### config.mk
export PLATFORM = sky130hd
export DESIGN_NAME = mm_timer
export DESIGN_NICKNAME = d
export VERILOG_FILES = /design/src/rtl/mmt_pkg.sv /design/src/rtl/mmt_regs.sv /design/src/rtl/mmt_counter.sv /design/src/rtl/mmt_channel.sv /design/src/rtl/mm_timer.sv
export SDC_FILE = /design/constraint.sdc
export NUM_CORES = 1
export LEC_CHECK = 0
export ABC_AREA = 0
export BUFFER_PORTS_ARGS = -buffer_cell sky130_fd_sc_hd__buf_2
export CAP_MARGIN = 20
export CELL_PAD_IN_SITES_DETAIL_PLACEMENT = 1
export CELL_PAD_IN_SITES_GLOBAL_PLACEMENT = 1
export CORE_MARGIN = 2
export CORE_UTILIZATION = 42
export CTS_CLUSTER_SIZE = 20
export DETAILED_ROUTE_END_ITERATION = 6
export PLACE_DENSITY_LB_ADDON = 0.1
export SETUP_SLACK_MARGIN = 0.1
export SYNTH_ARGS = -nofsm -noshare
export SYNTH_HDL_FRONTEND = slang
export SYNTH_SLANG_ARGS = --single-unit
### constraint.sdc
create_clock -name clk -period 4.7 [get_ports clk]
set_clock_uncertainty 0.1 [all_clocks]
set_input_delay 0.705 -clock clk [delete_from_list [all_inputs] [get_ports clk]]
set_output_delay 0.705 -clock clk [all_outputs]
set_load 0.02 [all_outputs]
### src/rtl/mmt_pkg.sv
package mmt_pkg;

  typedef enum logic [1:0] {
    MODE_STOP = 2'd0,
    MODE_UP   = 2'd1,
    MODE_CONT = 2'd2,
    MODE_UPDN = 2'd3
  } mode_e;

  localparam int CTRL_SRC_BIT  = 2;
  localparam int CTRL_CLR_BIT  = 3;
  localparam int ADDR_CTRL     = 0;
  localparam int ADDR_CMP_BASE = 1;

endpackage

### src/rtl/mmt_regs.sv
module mmt_regs
  import mmt_pkg::*;
#(
  parameter int CNT_W  = 16,
  parameter int NUM_CH = 3,
  parameter int ADDR_W = 3
) (
  input  logic                           clk,
  input  logic                           rst,
  input  logic                           we,
  input  logic [ADDR_W-1:0]              addr,
  input  logic [CNT_W-1:0]               wdata,
  input  logic [CNT_W-1:0]               cnt,
  input  logic [NUM_CH-1:0]              cmp_evt,
  input  logic                           ovf_evt,
  output mode_e                          mode,
  output logic                           src_sel,
  output logic                           clr_pulse,
  output logic [NUM_CH-1:0][CNT_W-1:0]   cmp_val,
  output logic [NUM_CH:0]                flags,
  output logic [CNT_W-1:0]               rdata
);

  localparam int ADDR_FLAGS = ADDR_CMP_BASE + NUM_CH;
  localparam int ADDR_COUNT = ADDR_FLAGS + 1;

  logic             hit_ctrl;
  logic             hit_flags;
  logic [NUM_CH:0]  w1c_mask;
  logic [CNT_W-1:0] rd_mux;

  assign hit_ctrl  = we && (addr == ADDR_W'(ADDR_CTRL));
  assign hit_flags = we && (addr == ADDR_W'(ADDR_FLAGS));
  assign clr_pulse = hit_ctrl && wdata[CTRL_CLR_BIT];
  assign w1c_mask  = hit_flags ? wdata[NUM_CH:0] : '0;

  always_ff @(posedge clk) begin
    if (rst) begin
      mode    <= MODE_STOP;
      src_sel <= 1'b0;
    end else if (hit_ctrl) begin
      mode    <= mode_e'(wdata[1:0]);
      src_sel <= wdata[CTRL_SRC_BIT];
    end
  end

  for (genvar g = 0; g < NUM_CH; g++) begin : g_cmp_reg
    always_ff @(posedge clk) begin
      if (rst)
        cmp_val[g] <= '0;
      else if (we && (addr == ADDR_W'(ADDR_CMP_BASE + g)))
        cmp_val[g] <= wdata;
    end
  end

  always_ff @(posedge clk) begin
    if (rst)
      flags <= '0;
    else
      flags <= (flags & ~w1c_mask) | {cmp_evt, ovf_evt};
  end

  always_comb begin
    rd_mux = '0;
    if (addr == ADDR_W'(ADDR_CTRL))
      rd_mux[2:0] = {src_sel, mode};
    for (int i = 0; i < NUM_CH; i++)
      if (addr == ADDR_W'(ADDR_CMP_BASE + i))
        rd_mux = cmp_val[i];
    if (addr == ADDR_W'(ADDR_FLAGS))
      rd_mux[NUM_CH:0] = flags;
    if (addr == ADDR_W'(ADDR_COUNT))
      rd_mux = cnt;
  end

  always_ff @(posedge clk) begin
    if (rst)
      rdata <= '0;
    else
      rdata <= rd_mux;
  end

endmodule

### src/rtl/mmt_counter.sv
module mmt_counter
  import mmt_pkg::*;
#(
  parameter int CNT_W = 16
) (
  input  logic             clk,
  input  logic             rst,
  input  mode_e            mode,
  input  logic             tick,
  input  logic             clr,
  input  logic [CNT_W-1:0] top_val,
  output logic [CNT_W-1:0] cnt,
  output logic [CNT_W-1:0] nxt,
  output logic             moved,
  output logic             rising,
  output logic             ovf_evt
);

  localparam logic [CNT_W-1:0] ONE = CNT_W'(1);

  logic dir_q;   // 0 = counting up, 1 = counting down
  logic dir_n;
  logic adv;

  always_comb begin
    nxt   = cnt;
    dir_n = dir_q;
    case (mode)
      MODE_UP:   nxt = (cnt >= top_val) ? '0 : cnt + ONE;
      MODE_CONT: nxt = cnt + ONE;
      MODE_UPDN: begin
        if (!dir_q) begin
          if (cnt < top_val) begin
            nxt = cnt + ONE;
          end else if (cnt != '0) begin
            // turn around without repeating the peak
            nxt   = cnt - ONE;
            dir_n = 1'b1;
          end
        end else begin
          if (cnt != '0) begin
            nxt = cnt - ONE;
          end else if (top_val != '0) begin
            // turn around without repeating zero
            nxt   = ONE;
            dir_n = 1'b0;
          end
        end
      end
      default: nxt = cnt;
    endcase
  end

  assign adv     = tick && !clr && (mode != MODE_STOP);
  assign moved   = adv && (nxt != cnt);
  assign rising  = nxt > cnt;
  assign ovf_evt = moved && (nxt == '0);

  always_ff @(posedge clk) begin
    if (rst || clr) begin
      cnt   <= '0;
      dir_q <= 1'b0;
    end else begin
      if (adv)
        cnt <= nxt;
      if (mode != MODE_UPDN)
        dir_q <= 1'b0;
      else if (adv)
        dir_q <= dir_n;
    end
  end

endmodule

### src/rtl/mmt_channel.sv
module mmt_channel #(
  parameter int CNT_W = 16
) (
  input  logic             clk,
  input  logic             rst,
  input  logic             clr,
  input  logic             gate,
  input  logic [CNT_W-1:0] nxt,
  input  logic [CNT_W-1:0] cmp_val,
  output logic             evt,
  output logic             pin
);

  assign evt = gate && (nxt == cmp_val);

  always_ff @(posedge clk) begin
    if (rst || clr)
      pin <= 1'b0;
    else if (evt)
      pin <= ~pin;
  end

endmodule

### src/rtl/mm_timer.sv
module mm_timer
  import mmt_pkg::*;
#(
  parameter int CNT_W  = 16,
  parameter int NUM_CH = 3,
  parameter int ADDR_W = 3
) (
  input  logic              clk,
  input  logic              rst,
  input  logic              tick_a,
  input  logic              tick_b,
  input  logic              reg_we,
  input  logic [ADDR_W-1:0] reg_addr,
  input  logic [CNT_W-1:0]  reg_wdata,
  output logic [CNT_W-1:0]  reg_rdata,
  output logic [NUM_CH-1:0] cmp_out
);

  mode_e                         mode_q;
  logic                          src_q;
  logic                          clr_pulse;
  logic                          tick_sel;
  logic [NUM_CH-1:0][CNT_W-1:0]  ccr;
  logic [CNT_W-1:0]              cnt_q;
  logic [CNT_W-1:0]              cnt_nxt;
  logic                          moved;
  logic                          rising;
  logic                          ovf_evt;
  logic                          cmp_gate;
  logic [NUM_CH-1:0]             cmp_evt;
  logic [NUM_CH:0]               flags_q;

  assign tick_sel = src_q ? tick_b : tick_a;
  // up/down mode compares only on upward steps
  assign cmp_gate = moved && ((mode_q != MODE_UPDN) || rising);

  mmt_regs #(
    .CNT_W (CNT_W),
    .NUM_CH(NUM_CH),
    .ADDR_W(ADDR_W)
  ) u_regs (
    .clk      (clk),
    .rst      (rst),
    .we       (reg_we),
    .addr     (reg_addr),
    .wdata    (reg_wdata),
    .cnt      (cnt_q),
    .cmp_evt  (cmp_evt),
    .ovf_evt  (ovf_evt),
    .mode     (mode_q),
    .src_sel  (src_q),
    .clr_pulse(clr_pulse),
    .cmp_val  (ccr),
    .flags    (flags_q),
    .rdata    (reg_rdata)
  );

  mmt_counter #(
    .CNT_W(CNT_W)
  ) u_counter (
    .clk    (clk),
    .rst    (rst),
    .mode   (mode_q),
    .tick   (tick_sel),
    .clr    (clr_pulse),
    .top_val(ccr[0]),
    .cnt    (cnt_q),
    .nxt    (cnt_nxt),
    .moved  (moved),
    .rising (rising),
    .ovf_evt(ovf_evt)
  );

  for (genvar g = 0; g < NUM_CH; g++) begin : g_ch
    mmt_channel #(
      .CNT_W(CNT_W)
    ) u_ch (
      .clk    (clk),
      .rst    (rst),
      .clr    (clr_pulse),
      .gate   (cmp_gate),
      .nxt    (cnt_nxt),
      .cmp_val(ccr[g]),
      .evt    (cmp_evt[g]),
      .pin    (cmp_out[g])
    );
  end

endmodule

Word level (Yosys, flattened, before mapping)
Index checks and enable logic that the tools add are counted.

storage, ports and cells
  register bits after elaboration = 91
  input port bits = 24
  output and inout port bits = 19
  logic and storage cells = 80

cells by class
  add/sub/neg operators = 2
  $lt $le $gt $ge = 3
  equality and inequality tests = 13
  multiplexer cells = 20
  bitwise logic cells = 6
  reductions and logical operators = 24

operators by type and width
  kind                                                 number
  2-to-1 mux 16 bit                                    10
  equality test 16 bit                                 3
  case mux 16 bit (3 select lines)                     1
  nonzero test 16 bit                                  2
  adder 16 x 1 -> 16 bit, second input constant        1
  >= comparator 16 bit                                 1
  > comparator 16 bit                                  1
  logical NOT 16 bit                                   1
  less-than comparator 16 bit                          1
  != test 16 bit                                       1
  subtractor 16 x 1 -> 16 bit, second input constant   1
  logical AND 1 bit                                    14
  2-to-1 mux 4 bit                                     2
  equality test 3 x 2 -> 1 bit, second input constant  2
  equality test 3 bit, second input constant           2
  2-to-1 mux 1 bit                                     6
  bitwise AND 4 bit                                    1
  equality test 2 bit, second input constant           2
  inverter 4 bit                                       1
  OR 4 bit                                             1
  equality test 3 x 1 -> 1 bit, second input constant  1
  logical NOT 3 bit                                    1
  2-to-1 mux 3 bit                                     1
  inverter 1 bit                                       3
  other kinds (7)                                      8

Depth between registers and ports, before layout
  word-level depth = 10
  depth in mapped cells = 22
  depth with buffers taken out = 20

Cells and area by module
A second synthesis with hierarchy kept.

second synthesis, totals
  cell total of the unflattened synthesis = 809
  area total of the unflattened synthesis = 6272.3 µm²

by module, submodules not included
  module       instances  cells an instance  area each (µm²)  seq. area each (µm²)
  mmt_regs     1          354                3022.9           1421.4
  mmt_counter  1          371                2562.5           340.3
  mmt_channel  3          27                 220.2            20.0
  mm_timer     1          3                  26.3             0.0

Worst setup path after synthesis
Ideal clock, no wire load.

  path type = reg-to-reg
  from = reg u_counter.cnt[0]
  to = reg u_regs.flags[1]
  library setup time = 70 ps
  arrival time = 4421 ps
  data required time = 4530 ps
  setup slack = 108 ps
  stages on the path, launching flop included = 21
  buffers on the path = 2
  period minus slack after synthesis = 4592 ps
  path through = dfxtp_1 clkbuf_1 inv_1 ha_1 nor2b_1 o211ai_1 a2111o_1 buf_2 a31oi_2 a222oi_1 nor2_1 ha_1 and4_1 nand3_1 o31ai_1 a21oi_1 nand4_1 a211oi_1 nand3_1 or4b_1 a21oi_1

between the ends
  cells in the longest elaborated chain, start to end = 10
  elaborated cells between the ends (all ways) = 20
  classes of those cells = add/sub: 2; order compare: 3; eq/ne: 2; mux: 7; bitwise: 1; reduce/logical: 5

RTL lines
  item                                                                       RTL line                              text
  from (decl)                                                                mmt_counter.sv:12                     output logic [CNT_W-1:0] cnt,
  from (signal assigned)                                                     mmt_counter.sv:65                     cnt <= nxt;
  subtractor 16 x 1 -> 16 bit / nonzero test 16 bit (equally long branches)  -
  2-to-1 mux 16 bit                                                          mmt_counter.sv:35                     end else if (cnt != '0) begin
  2-to-1 mux 16 bit                                                          mmt_counter.sv:33                     if (cnt < top_val) begin
  2-to-1 mux 16 bit                                                          mmt_counter.sv:32                     if (!dir_q) begin
  case mux 16 bit (3 select lines) (*)                                       mmt_counter.sv:28                     case (mode)
  named net cnt_nxt[9]                                                       mm_timer.sv:25                        logic [CNT_W-1:0] cnt_nxt;
  > comparator 16 bit / != test 16 bit (equally long branches)               mmt_counter.sv:56, mmt_counter.sv:55
  logical OR 1 bit / logical AND 1 bit (equally long branches)               mm_timer.sv:35, mmt_counter.sv:55
  logical AND 1 bit                                                          mm_timer.sv:35                        assign cmp_gate = moved && ((mode_q != MODE_UPDN) || rising);
  logical AND 1 bit (*)                                                      mmt_channel.sv:14                     assign evt = gate && (nxt == cmp_val);
  OR 4 bit (*)                                                               mmt_regs.sv:60                        flags <= (flags & ~w1c_mask) | {cmp_evt, ovf_evt};
  to (signal assigned)                                                       mmt_regs.sv:60
  to (decl)                                                                  mmt_regs.sv:20                        output logic [NUM_CH:0] flags,

Mark *: on every way through the listed nets, which the timed path passes. The rest lies on a longest branch.
A chain may end at the register's enable or synchronous reset.

Final worst setup path
  from = reg u_counter.cnt[15]
  to = reg g_ch[1].u_ch.pin

between the ends
  cells in the longest elaborated chain, start to end = 9
  elaborated cells between the ends (all ways) = 19
  classes of those cells = add/sub: 2; order compare: 3; eq/ne: 2; mux: 7; reduce/logical: 5

RTL lines
  item                                                                       RTL line                              text
  subtractor 16 x 1 -> 16 bit / nonzero test 16 bit (equally long branches)  -
  2-to-1 mux 16 bit                                                          mmt_counter.sv:35
  2-to-1 mux 16 bit                                                          mmt_counter.sv:33
  2-to-1 mux 16 bit                                                          mmt_counter.sv:32
  case mux 16 bit (3 select lines)                                           mmt_counter.sv:28
  > comparator 16 bit / != test 16 bit (equally long branches)               mmt_counter.sv:56, mmt_counter.sv:55
  logical OR 1 bit / logical AND 1 bit (equally long branches)               mm_timer.sv:35, mmt_counter.sv:55
  logical AND 1 bit                                                          mm_timer.sv:35
  logical AND 1 bit (*)                                                      mmt_channel.sv:14
  to (signal assigned)                                                       mmt_channel.sv:20                     pin <= ~pin;
  to (decl)                                                                  mmt_channel.sv:11                     output logic pin

Every way passes the cells marked *; elsewhere a longest branch is shown, timed or not.

==> metrics.txt <==
I/O Buffers 42; Seq cells post-synth 91; die area 17,900 µm²; power per cell area 218 nW/µm²; Cell variety after synth 86; Worst Path Required 4.87 ns; post-route DRC violation count 0; post-layout minimum cycle time 4.96 ns; total iterations of the first detailed-routing run 5; clk sinks 91; routability cong. about 1.0; Final WS setup -0.258 ns; Final Hold Viols 0; post-route cell area 9600 µm²; largest net degree at the start of global routing between 70 and 80; register share of total power 38.3%; Root Driver clkbuf_16; Worst Path Arrival just over 5 ns; Clock Latency Late Sink 0.36 ns; vias in the first global route approximately 9,000; fin. max-slew vios 0; DRT iter0 DRCs 730; starting density of the core 42.8%; Psw 660 µW; CTS clk-pin slew, worst paths 0.08 ns; grt ovf 0; via count 8,554; RSZ-0062 raised after global routing true; EDFF count, synth 0; most frequent cells in the layout 195 x buf_4, 139 x nand2_1, 91 x a21oi_1; slew margin rel. 36.8%; clk buf depth 2; first-pass GRT wire length 52.3 mm; Synth Cell Area around 7100 µm²; sequential area share after synthesis 25.7%; Crit Path Class flop to flop; crit share post-route 105%; failing checks setup timing; switching share of power 31.6%; site row count 47; Synth-to-Final Area Change 35.6%; syn avg cell area 7.54 µm²; Least-Margin Pin Slew 0.941 ns; Placement Cell Area around 8500 µm²; HPWL Detailed 26.1 mm; dominant synthesized flop cell dfxtp_1; CTS tree yes; layout cells sized above 1 about 33%; initial antenna violation count 0; H-tree lvl count 3; status finished with violations; Post-Syn Nets 998; Clk pwr share a little over a third; Max VDD drop 0.235 mV; crit path capture type flop; Vias/cell 6.32; leakage power ~0.0040 µW; final count of negative-setup-slack endpoints 6; Detailed Route WL between 30 and 40 mm; MaxCap Viol Count 0; Final #Nets 1,188; post-route ant nets 0; Final Util between 50% and 60%; internal power 1430 µW; Async SR Flop Fraction 0%; number of diodes 0; die height 134 µm; worst hold path type flop to flop; Critical Path Start Type flop; crit path max fanout 4; die width between 100 and 150 µm; post-synthesis cell count 939; WL per Instance roughly 26 µm; Comb power frac 25.3%; commonest non-fill, non-tap cell in the layout buf_4; Ys Warns 0; FMAX 202 MHz; core region area roughly 17,000 µm²; clock buffer count from CTS 9; IO Pins 43; Tot GR Track Use about two fifths
[path summary, 6_finish.rpt]
| kind | depth (start not counted) | end | start | slack (ns) |
|---|---|---|---|---|
| setup / recovery | 20 | g_ch[1].u_ch.pin | u_counter.cnt[15] | -0.26 |
| hold / removal | 2 | u_regs.flags[0] | u_regs.flags[0] | 0.38 |
| setup reg to reg | 20 | g_ch[1].u_ch.pin | u_counter.cnt[15] | -0.26 |
| hold reg to reg | 2 | u_regs.flags[0] | u_regs.flags[0] | 0.38 |
[cells by family (layout without fill, tap and decap cells)]
kind of cell | count (synthesis) | count (layout) | share of synthesized area (%)
buffers and inverters | 112 | 306 | 6.56
flip-flops | 91 | 91 | 25.7
AND/OR/NAND/NOR | 381 | 381 | 27.0
AO/OA/AOI/OAI | 241 | 241 | 24.0
XOR/XNOR | 35 | 35 | 4.33
adder cells (fa/ha/maj) | 35 | 35 | 6.19
multiplexers | 44 | 44 | 6.24
[state kept, by name, summed over array words and instances, names as in the netlist]
register,count
u_regs.rdata,16
u_counter.dir_q,1
u_regs.flags,4
u_regs.cmp_val,48
u_counter.cnt,16
u_regs.src_sel,1
g_ch.u_ch.pin,3
u_regs.mode,2
[synth_stat cells (5+ instances only)]
cell type    n  area [µm²]
or4_4        5        56.3
dfxtp_1     91        1820
and3_1       6        37.5
mux2i_1     43         430
nor3_1      28         140
nor2b_1      7        43.8
nand4_1     19         119
nor2_1      73         274
nand2b_1     7        43.8
o31ai_1      6        45.0
clkbuf_1    50         188
xor2_1       8        70.1
nand2_1    140         526
o31a_1       5        43.8
a41oi_1      6        52.6
inv_1       45         169
xnor2_1     27         236
a31oi_1      7        43.8
or2_2        6        37.5
nand3_1     30         150
or4_1        8        60.1
or3_1        9        56.3
o22a_1      14         123
a21boi_0     6        45.0
a21oi_1     98         490
a211oi_1    12        90.1
a21o_1       9        67.6
o21ai_0     23         115
buf_1        6        22.5
nor4_1      18         113
ha_1        35         438
[repair_timing]
| action | 4_1_cts | 5_1_grt |
|---|---|---|
| gates resized for setup | 70 | 32 |
| endpoints found under the setup margin | 6 | 6 |
| buffers inserted | 27 | 14 |
| hold buffers | 0 | 0 |
| pin swaps | 35 | 25 |
[power by group through the flow]
stage	logic [µW]	clock network, µW	registers [µW]
final	530	759	800
after global routing	558	798	801
after CTS	489	757	798
after detailed placement	438	0	816
after global placement	425	0	815
after floorplan	253	0	813
[layout make-up]
class | count | area (µm²)
Fill cell | 2033 | 6930
Clock buffer | 9 | 225
Multi-Input combinational cell | 736 | 5230
Sequential cell | 91 | 1840
Tap cell | 220 | 275
Clock inverter | 6 | 73.8
Inverter | 47 | 181
Timing Repair Buffer | 244 | 1770
[worst max-delay path: stages, from the launching register on]
cell      delay [ns]
dfxtp_1         0.44
ha_4            0.26
a21oi_1         0.27
o21ai_0         0.28
nor2_1          0.41
a31o_4          0.25
buf_4           0.12
nor3_1          0.06
or3_4           0.40
ha_4            0.28
nor2b_4         0.14
o21ai_2         0.08
a21oi_2         0.20
o41ai_2         0.11
a21oi_2         0.25
buf_4           0.16
buf_4           0.10
o21ai_2         0.05
nand4b_1        0.18
or4b_1          0.54
a21oi_1         0.17
[layer usage]
layer  part of all wire, %  global-route usage (%)  routed length (µm)  up-vias
met2                    48                    65.6               16900      396
li1                      -                       -                   -     3787
met1                    39                    46.7               13900     4236
met3                   6.5                    5.71                2280      135
met4                   6.3                    19.4                2210        0
met5                     0                       0                   0        -
[through the flow]
step | setup slack, ns | std cells | TNS (ns) | total power [µW] | hold WS [ns]
finish | -0.258 | 1353 | -1.16 | 2090 | 0.383
global placement | -0.129 | 1296 | -0.473 | 1240 | 0.353
CTS | 0.00426 | 1338 | 0 | 2040 | 0.375
global route | -0.394 | 1353 | -2.07 | 2160 | 0.399
detailed placement | -0.290 | 1296 | -1.48 | 1250 | 0.358
floorplan | 0.108 | 939 | 0 | 1070 | 0.331
Power figures use the tool's default switching activity.
